--- src/rtl/scl_pacer_pkg.sv ---
package scl_pacer_pkg;

  typedef enum logic [1:0] {
    PH_IDLE = 2'd0,
    PH_LOW  = 2'd1,
    PH_WAIT = 2'd2,
    PH_HIGH = 2'd3
  } phase_e;

  // Machine cycles counted in one timed phase for a given reload value.
  function automatic int mc_per_phase(input int reload_val);
    return reload_val + 1;
  endfunction

  // True when the pulse about to finish is the final one of the request.
  function automatic bit is_final_pulse(input int remaining);
    return remaining == 1;
  endfunction

  // Width of a counter that must hold values 0..limit-1 (at least 1 bit).
  function automatic int cnt_width(input int limit);
    return (limit > 1) ? $clog2(limit) : 1;
  endfunction

endpackage

--- src/rtl/scl_pacer_mcdiv.sv ---
module scl_pacer_mcdiv #(
  parameter int CLKS_PER_MC = 4
) (
  input  logic clk,
  input  logic rst_n,
  input  logic clear,
  output logic mc_tick
);
  import scl_pacer_pkg::*;

  localparam int PW = cnt_width(CLKS_PER_MC);
  localparam logic [PW-1:0] LAST = PW'(CLKS_PER_MC - 1);

  logic [PW-1:0] div_q;

  assign mc_tick = (div_q == LAST);

  always_ff @(posedge clk or negedge rst_n) begin
    if (!rst_n) begin
      div_q <= '0;
    end else if (clear || mc_tick) begin
      div_q <= '0;
    end else begin
      div_q <= div_q + 1'b1;
    end
  end

endmodule

--- src/rtl/scl_pacer_sync.sv ---
module scl_pacer_sync #(
  parameter int STAGES = 2
) (
  input  logic clk,
  input  logic rst_n,
  input  logic din,
  output logic dout
);

  logic [STAGES-1:0] stage_q;

  // Bus idles high, so every stage resets to 1.
  for (genvar g = 0; g < STAGES; g++) begin : g_stage
    if (g == 0) begin : g_first
      always_ff @(posedge clk or negedge rst_n) begin
        if (!rst_n) stage_q[0] <= 1'b1;
        else        stage_q[0] <= din;
      end
    end else begin : g_next
      always_ff @(posedge clk or negedge rst_n) begin
        if (!rst_n) stage_q[g] <= 1'b1;
        else        stage_q[g] <= stage_q[g-1];
      end
    end
  end

  assign dout = stage_q[STAGES-1];

endmodule

--- src/rtl/scl_pacer_brg.sv ---
module scl_pacer_brg #(
  parameter int W = 7
) (
  input  logic         clk,
  input  logic         rst_n,
  input  logic         load,
  input  logic [W-1:0] load_val,
  input  logic         dec,
  output logic [W-1:0] count,
  output logic         zero
);

  logic [W-1:0] cnt_q;

  always_ff @(posedge clk or negedge rst_n) begin
    if (!rst_n) begin
      cnt_q <= '0;
    end else if (load) begin
      cnt_q <= load_val;
    end else if (dec) begin
      cnt_q <= cnt_q - 1'b1;
    end
  end

  assign count = cnt_q;
  assign zero  = (cnt_q == '0);

endmodule

--- src/rtl/scl_pacer_seq.sv ---
module scl_pacer_seq
  import scl_pacer_pkg::*;
#(
  parameter int CNT_W = 4
) (
  input  logic             clk,
  input  logic             rst_n,
  input  logic             enable,
  input  logic             start,
  input  logic [CNT_W-1:0] req_pulses,
  input  logic             mc_tick,
  input  logic             scl_high,
  input  logic             brg_zero,
  output logic             brg_load,
  output logic             brg_dec,
  output logic             div_clear,
  output logic             drive_low,
  output logic             phase_tick,
  output logic             done,
  output phase_e           phase
);

  phase_e           phase_q, phase_n;
  logic [CNT_W-1:0] remain_q, remain_n;
  logic             drive_q, drive_n;
  logic             tick_q, tick_n;
  logic             done_q, done_n;

  always_comb begin
    phase_n   = phase_q;
    remain_n  = remain_q;
    drive_n   = drive_q;
    tick_n    = 1'b0;
    done_n    = 1'b0;
    brg_load  = 1'b0;
    brg_dec   = 1'b0;
    div_clear = 1'b0;
    if (!enable) begin
      phase_n   = PH_IDLE;
      drive_n   = 1'b0;
      div_clear = 1'b1;
    end else begin
      unique case (phase_q)
        PH_IDLE: begin
          if (start) begin
            if (req_pulses == '0) begin
              done_n = 1'b1;
            end else begin
              phase_n   = PH_LOW;
              remain_n  = req_pulses;
              drive_n   = 1'b1;
              brg_load  = 1'b1;
              div_clear = 1'b1;
            end
          end
        end
        PH_LOW: begin
          if (mc_tick) begin
            if (brg_zero) begin
              phase_n = PH_WAIT;
              drive_n = 1'b0;
            end else begin
              brg_dec = 1'b1;
            end
          end
        end
        PH_WAIT: begin
          if (mc_tick && scl_high) begin
            phase_n  = PH_HIGH;
            brg_load = 1'b1;
          end
        end
        PH_HIGH: begin
          if (mc_tick) begin
            if (brg_zero) begin
              tick_n   = 1'b1;
              drive_n  = 1'b1;
              remain_n = remain_q - 1'b1;
              if (is_final_pulse(int'(remain_q))) begin
                phase_n = PH_IDLE;
                done_n  = 1'b1;
              end else begin
                phase_n  = PH_LOW;
                brg_load = 1'b1;
              end
            end else begin
              brg_dec = 1'b1;
            end
          end
        end
        default: phase_n = PH_IDLE;
      endcase
    end
  end

  always_ff @(posedge clk or negedge rst_n) begin
    if (!rst_n) begin
      phase_q  <= PH_IDLE;
      remain_q <= '0;
      drive_q  <= 1'b0;
      tick_q   <= 1'b0;
      done_q   <= 1'b0;
    end else begin
      phase_q  <= phase_n;
      remain_q <= remain_n;
      drive_q  <= drive_n;
      tick_q   <= tick_n;
      done_q   <= done_n;
    end
  end

  assign drive_low  = drive_q;
  assign phase_tick = tick_q;
  assign done       = done_q;
  assign phase      = phase_q;

endmodule

--- src/rtl/i2c_scl_pacer.sv ---
module i2c_scl_pacer
  import scl_pacer_pkg::*;
#(
  parameter int RELOAD_W    = 7,
  parameter int CNT_W       = 4,
  parameter int CLKS_PER_MC = 4,
  parameter int SYNC_STAGES = 2
) (
  input  logic                clk,
  input  logic                rst_n,
  input  logic                enable,
  input  logic [RELOAD_W-1:0] reload,
  input  logic                scl_in,
  input  logic                start,
  input  logic [CNT_W-1:0]    req_pulses,
  output logic                scl_drive_low,
  output logic                phase_tick,
  output logic                done
);

  // Named internal events, visible to the bound checker.
  logic                mc_tick;
  logic                scl_sync;
  logic                brg_load;
  logic                brg_dec;
  logic                brg_zero;
  logic [RELOAD_W-1:0] brg_cnt;
  logic                div_clear;
  phase_e              phase;

  scl_pacer_mcdiv #(.CLKS_PER_MC(CLKS_PER_MC)) mcdiv_i (
    .clk     (clk),
    .rst_n   (rst_n),
    .clear   (div_clear),
    .mc_tick (mc_tick)
  );

  scl_pacer_sync #(.STAGES(SYNC_STAGES)) sync_i (
    .clk   (clk),
    .rst_n (rst_n),
    .din   (scl_in),
    .dout  (scl_sync)
  );

  scl_pacer_brg #(.W(RELOAD_W)) brg_i (
    .clk      (clk),
    .rst_n    (rst_n),
    .load     (brg_load),
    .load_val (reload),
    .dec      (brg_dec),
    .count    (brg_cnt),
    .zero     (brg_zero)
  );

  scl_pacer_seq #(.CNT_W(CNT_W)) seq_i (
    .clk        (clk),
    .rst_n      (rst_n),
    .enable     (enable),
    .start      (start),
    .req_pulses (req_pulses),
    .mc_tick    (mc_tick),
    .scl_high   (scl_sync),
    .brg_zero   (brg_zero),
    .brg_load   (brg_load),
    .brg_dec    (brg_dec),
    .div_clear  (div_clear),
    .drive_low  (scl_drive_low),
    .phase_tick (phase_tick),
    .done       (done),
    .phase      (phase)
  );

endmodule

--- config.mk ---
export PLATFORM = sky130hd
export DESIGN_NAME = i2c_scl_pacer
export DESIGN_NICKNAME = d
export VERILOG_FILES = /design/src/rtl/scl_pacer_pkg.sv /design/src/rtl/scl_pacer_mcdiv.sv /design/src/rtl/scl_pacer_sync.sv /design/src/rtl/scl_pacer_brg.sv /design/src/rtl/scl_pacer_seq.sv /design/src/rtl/i2c_scl_pacer.sv
export SDC_FILE = /design/constraint.sdc
export NUM_CORES = 1
export LEC_CHECK = 0
export ABC_AREA = 0
export BUFFER_PORTS_ARGS = -buffer_cell sky130_fd_sc_hd__buf_2
export CORE_ASPECT_RATIO = 1.4
export CORE_MARGIN = 5
export CORE_UTILIZATION = 35
export DETAILED_ROUTE_END_ITERATION = 10
export GPL_ROUTABILITY_DRIVEN = 0
export GPL_TIMING_DRIVEN = 1
export SYNTH_ARGS = -nofsm -noshare
export SYNTH_HDL_FRONTEND = slang
export SYNTH_HIERARCHICAL = 1
export SYNTH_SLANG_ARGS = --single-unit
--- constraint.sdc ---
create_clock -name clk -period 2.4 [get_ports clk]
set_clock_uncertainty 0.15 [all_clocks]
set_input_delay 0.48 -clock clk [delete_from_list [all_inputs] [get_ports clk]]
set_output_delay 0.48 -clock clk [all_outputs]
set_load 0.01 [all_outputs]
Word-level counts from Yosys, hierarchy flattened
Index checks and enable logic that the tools add are counted.
{"block": "op_classes", "n_addsub": 3, "n_mul": 0, "div_mod_pow": 0, "n_lt_le_gt_ge": 0, "n_eq_ne": 17, "shift": 0, "n_mux": 51, "bitwise": 0, "n_reduce_logical": 11}
{"cell": "1-bit 2-to-1 mux", "count": 31}
{"cell": "2-bit 2-to-1 mux", "count": 9}
{"cell": "3-bit inequality test (second input constant)", "count": 6}
{"cell": "4-bit 2-to-1 mux", "count": 4}
{"cell": "7-bit 2-to-1 mux", "count": 2}
{"cell": "7-bit AND reduction", "count": 2}
{"cell": "2-bit inequality test (second input constant)", "count": 4}
{"cell": "2-bit one-hot mux with 4 select lines", "count": 1}
{"cell": "4-bit one-hot mux with 2 select lines", "count": 1}
{"cell": "7-bit zero test", "count": 1}
{"cell": "7-bit by 1-bit subtractor with 7-bit output (second input constant)", "count": 1}
{"cell": "2-bit == test (second input constant)", "count": 3}
{"cell": "1-bit one-hot mux with 3 select lines", "count": 2}
{"cell": "6-bit AND reduction", "count": 1}
{"cell": "4-bit by 2-bit == test with 1-bit output (second input constant)", "count": 1}
{"cell": "4-bit zero test", "count": 1}
{"cell": "4-bit by 1-bit inequality test with 1-bit output (second input constant)", "count": 1}
{"cell": "2-bit nonzero test", "count": 2}
{"cell": "4-bit by 1-bit subtractor with 4-bit output (second input constant)", "count": 1}
{"cell": "3-bit by 2-bit inequality test with 1-bit output (second input constant)", "count": 1}
{"cell": "2-bit by 1-bit adder with 2-bit output (second input constant)", "count": 1}
{"cell": "2-bit by 1-bit == test with 1-bit output (second input constant)", "count": 1}
{"cell": "2-bit zero test", "count": 1}
{"cell": "1-bit one-hot mux with 2 select lines", "count": 1}
{"cell": "3 further kinds", "count": 3}
{"block": "totals", "regBits": 20, "latch_bits": 0, "ramBits": 0, "romBits": 0, "output_inout_bits": 3, "word_cells": 91, "n_memories": 0}

Depth between registers and ports, before layout
{"block": "logic_depth", "depth_word": 7, "depth_mapped": 9}

Cells and area by module
Netlist, hierarchy kept.
{"module": "scl_pacer_seq", "instances": 1, "cells_per_inst": 75, "area_per_inst_um2": 698.2}
{"module": "scl_pacer_brg", "instances": 1, "cells_per_inst": 46, "area_per_inst_um2": 411.6}
{"module": "scl_pacer_mcdiv", "instances": 1, "cells_per_inst": 5, "area_per_inst_um2": 85.1}
{"module": "scl_pacer_sync", "instances": 1, "cells_per_inst": 2, "area_per_inst_um2": 52.6}

Least setup slack after synthesis
OpenSTA, ideal clock, no wires.
{"block": "synth_path", "kind": "register -> register", "start": "register seq_i.phase_q[1], in the netlist seq_i/phase[1]", "end": "register brg_i.cnt_q[3], in the netlist brg_i/count[3]", "setup_ps": 142, "arrival_time_ps": 1995, "required_time_ps": 2108, "path_slack_ps": 113, "stages_incl_launch_ff": 8, "synth_period_minus_slack_ps": 2287, "cell_sequence": "dfrtp_1 > ha_1 > clkbuf_1 > nor2_1 > nor3_1 > nor4b_4 > xnor2_1 > o21ai_1"}
{"block": "synth_via", "elab_chain_len": 5}
{"item": "from (decl)", "line": "scl_pacer_seq.sv:23", "rtl": "phase_e phase_q, phase_n;"}
{"item": "from (signal assigned)", "line": "scl_pacer_seq.sv:104", "rtl": "phase_q <= phase_n;"}
{"item": "2-bit by 1-bit == test with 1-bit output or 2-bit == test (tied branches)", "line": "scl_pacer_seq.sv:43", "rtl": "unique case (phase_q)"}
{"item": "2-bit OR reduction (no source line) *"}
{"item": "1-bit 2-to-1 mux *"}
{"item": "1-bit 2-to-1 mux *", "line": "scl_pacer_seq.sv:38", "rtl": "if (!enable) begin"}
{"item": "net brg_dec", "line": "i2c_scl_pacer.sv:25", "rtl": "logic brg_dec;"}
{"item": "2-bit nonzero test (no source line) *"}
{"item": "to (signal assigned)", "line": "scl_pacer_brg.sv:19", "rtl": "cnt_q <= load_val;"}
{"item": "to (signal assigned)", "line": "scl_pacer_brg.sv:21", "rtl": "cnt_q <= cnt_q - 1'b1;"}
{"item": "to (decl)", "line": "scl_pacer_brg.sv:13", "rtl": "logic [W-1:0] cnt_q;"}
The timed path passes the listed nets; every way through them passes the cells marked *.
A chain may end at the register's enable or synchronous reset.

Final worst setup path
{"block": "layout_path", "start": "register seq_i.remain_q[1]", "end": "register brg_i.cnt_q[6], in the netlist brg_i/count[6]"}
{"block": "layout_via", "elab_chain_len": 7}
{"item": "from (decl)", "line": "scl_pacer_seq.sv:24", "rtl": "logic [CNT_W-1:0] remain_q, remain_n;"}
{"item": "from (signal assigned)", "line": "scl_pacer_seq.sv:105", "rtl": "remain_q <= remain_n;"}
{"item": "4-bit by 2-bit == test with 1-bit output *", "line": "scl_pacer_pkg.sv:17", "rtl": "return remaining == 1;"}
{"item": "1-bit 2-to-1 mux *", "line": "scl_pacer_seq.sv:79", "rtl": "if (is_final_pulse(int'(remain_q))) begin"}
{"item": "1-bit 2-to-1 mux *", "line": "scl_pacer_seq.sv:75", "rtl": "if (brg_zero) begin"}
{"item": "1-bit 2-to-1 mux *", "line": "scl_pacer_seq.sv:74", "rtl": "if (mc_tick) begin"}
{"item": "1-bit one-hot mux with 3 select lines *", "line": "scl_pacer_seq.sv:43"}
{"item": "1-bit 2-to-1 mux *", "line": "scl_pacer_seq.sv:38"}
{"item": "net brg_load", "line": "i2c_scl_pacer.sv:24", "rtl": "logic brg_load;"}
{"item": "7-bit 2-to-1 mux or 2-bit nonzero test (tied branches)"}
Marks and branches as above.

==> out/metrics.yaml <==
outcome: "finished, final reports clean"
cts_setup_buffers: 0
switching_share_pct: 38.0
p_comb_share_pct: 53.0
worstPathRequired_ns: 2.44
die_y_microns: 80.6
row_count: 25
switchingPower_mw: 0.636
viasPerCell: 5.09
max_slew.worst_pin.slew_ns: 0.644
slowest_delay_ns: 0.40
grt_pass1_vias: 1097
r2r_slack_ns: 0.21
worstPathMaxFanout: 12
seq_area_frac_synth_pct: 40.3
final_core_util_pct: 46.9
numCtsBuffers: 3
r2r_cells: 8
overflow: 0
fin_crit_sh_pct: 91.4
seqPwrFrac_pct: 31.9
hold_class: "in -> async"
wire_per_inst_microns: 13.2
drt-total-wl_microns: 2760
die_area_sq_mm: 0.00488
cts_tree: "done"
clock_latency_ns: 0.25
slew_viol_final: 0
insertedDiodeCount: 0
mostFrequentLayoutCells: "buf_4, dfrtp_1, buf_2, nand2_1, o21ai_0"
synthesis.area_sq_mm: 0.00125
maxSlewHeadroom_pct: 56.8
p_per_area_mw_per_mm2: 1050
dp_hpwl_microns: 2210
synth_warnings: 6
synth_area_per_cell_sq_um: 9.75
antenna_found_initial: 0
netlist-cell-type-count: 40
cts_buffer_depth: 2
grt_use_total_pct: 12.9
drive_above_1_share_pct: 33.7
leakage_nw: 0.717
p_int_mw: 1.04
drt_iter0_markers: 76
clk_pin_slew_ns: 0.07
synth_cells: 128
syn-num-nets: 153
register_area_sq_um: 503
grt_max_degree: 21
io_buffers: 18
drtPass1Iterations: 4
path_class: "reg -> reg"
fill_cells: 327
hold_violations: 0
power_mw: 1.67
core-area_sq_mm: 0.00341
die_w_microns: 60.5
boundaryPins: 19
syn_to_final_growth_pct: 28.1
grt_pass1_wl_microns: 4810
cts-root-buf: "clkbuf_8"
maxCapViolCount: 0
worstPathArrival_ns: 2.24
final_antenna_net_count: 0
final_common_cell: "buf_4"
end_kind: "register"
rsz0062_at_grt: "false"
slowest_stage: "or3b_1"
p_clk_share_pct: 15.1
clock_sinks: 20
fmax_ghz: 0.456
hold_buffers: 0
synth_seq_cells: 20
finalSetupViolCount: 0
start_util_pct: 36.6
min_period_ns: 2.19
multi_input_area_sq_um: 704
cp-start-kind: "register"
drc_errors: 0
vias: 1064
crit_chain: "inv_1 > ha_1 > or3b_1 > a32o_1 > a21oi_1 > nor3_2 > a211o_1 > nand3_1"
h-tree-depth: 1
ir_drop_mv: 0.548
nets: 195
-- through the flow --
stage               instances  area, sq um  setup slack [ns]  setup TNS (ns)  hold slack (ns)
floorplan                 128         1250             0.113               0           0.0344
global placement          205         1540           -0.0117         -0.0317            0.198
detailed placement        205         1540            -0.114          -0.403            0.201
CTS                       209         1600             0.208               0           0.0311
global route              209         1600            0.0399               0           0.0515
finish                    209         1600             0.206               0           0.0174
-- sequential cells by signal, indices dropped and copies added (netlist names) --
name              flops
brg_i/count           7
seq_i/remain_q        4
mcdiv_i/div_q         2
seq_i/phase           2
seq_i/done            1
seq_i/drive_low       1
seq_i/phase_tick      1
sync_i/dout           1
sync_i/stage_q        1
-- what timing repair did --
item / 4_1_cts / 5_1_grt
resized for setup: 1 / 0
hold endpoints to repair: 0 / 0
setup endpoints to repair: 6 / 0
-- critical path: cells and delay by family, from the launching register on --
kind,cells,cell delay (ns)
AOI/OAI and AO/OA,3,0.75
adders and majority gates,1,0.16
buffers and inverters,1,0.08
DFF,1,0.38
and+or+nand+nor,3,0.61
-- final timing paths --
check                                  startpoint                end
worst max-delay path            seq_i/remain_q[1]     brg_i/count[6]
worst min-delay path                        rst_n  seq_i/remain_q[2]
worst max register to register  seq_i/remain_q[1]     brg_i/count[6]
worst min register to register  sync_i/stage_q[0]        sync_i/dout
max in group asynchronous                   rst_n  sync_i/stage_q[0]
min in group clk                           scl_in  sync_i/stage_q[0]
-- cell usage after synthesis --
library cell | instances | share of area (%)
clkbuf_1 | 2 | 0.60
nand3_1 | 10 | 4.0
o21ai_2 | 1 | 0.70
nor3b_1 | 1 | 0.60
nor3_2 | 1 | 0.80
or3b_1 | 1 | 0.70
nand2b_1 | 3 | 1.5
and4bb_4 | 1 | 1.3
nor2b_1 | 1 | 0.50
inv_1 | 10 | 3.0
nand3b_1 | 1 | 0.60
ha_1 | 9 | 9.0
o211ai_1 | 1 | 0.60
and4_1 | 1 | 0.70
nor3b_2 | 1 | 1.0
a211o_2 | 1 | 0.80
nor4b_4 | 1 | 1.9
nor3_1 | 4 | 1.6
o21ai_0 | 12 | 4.8
a21boi_0 | 1 | 0.60
o41ai_1 | 1 | 0.70
dfstp_2 | 2 | 4.2
a211o_1 | 1 | 0.70
a211oi_1 | 1 | 0.60
nor2_1 | 8 | 2.4
a2111oi_4 | 1 | 2.2
a21oi_1 | 7 | 2.8
xnor2_1 | 3 | 2.1
o21ai_1 | 1 | 0.40
a2111oi_0 | 1 | 0.70
a32o_1 | 1 | 0.80
nand2_1 | 13 | 3.9
xor2_1 | 1 | 0.70
o21bai_1 | 1 | 0.60
nor4_4 | 1 | 1.7
a2bb2oi_2 | 1 | 1.2
a221oi_2 | 1 | 1.2
nand4_1 | 1 | 0.50
dfrtp_1 | 18 | 36
a22oi_2 | 1 | 1.0
-- cells by family (layout without fill, tap and decap cells) --
family	Yosys count	in the layout	synth area share, %
simple gates	49	49	23.8
xor+xnor	4	4	2.81
buf+inv	12	53	3.61
fa+ha+maj	9	9	9.03
compound gates	34	34	20.5
flops	20	20	40.3
-- per-layer routing --
layer  GRT usage (%)  up-vias  wire [microns]
met5               0        -               0
met2            22.7       22            1450
met1            14.9      499            1110
met3            2.09        6             136
met4            5.64        0              57
li1                -      537               -
-- power by group through the flow --
stage | clock network, mW | registers [mW] | logic, mW
after floorplan | 0 | 0.561 | 0.512
after global placement | 0 | 0.536 | 0.851
after detailed placement | 0 | 0.542 | 0.887
after CTS | 0.265 | 0.536 | 0.895
after global routing | 0.282 | 0.550 | 0.999
final | 0.252 | 0.534 | 0.887
-- cell type report --
class	instances	area share, %
multi-input combinational	96	44.1
inverter	10	2.35
clock buffer	4	3.45
timing repair buffer	39	15.5
tap	40	3.13
sequential	20	31.5
Power figures use the tool's default switching activity.
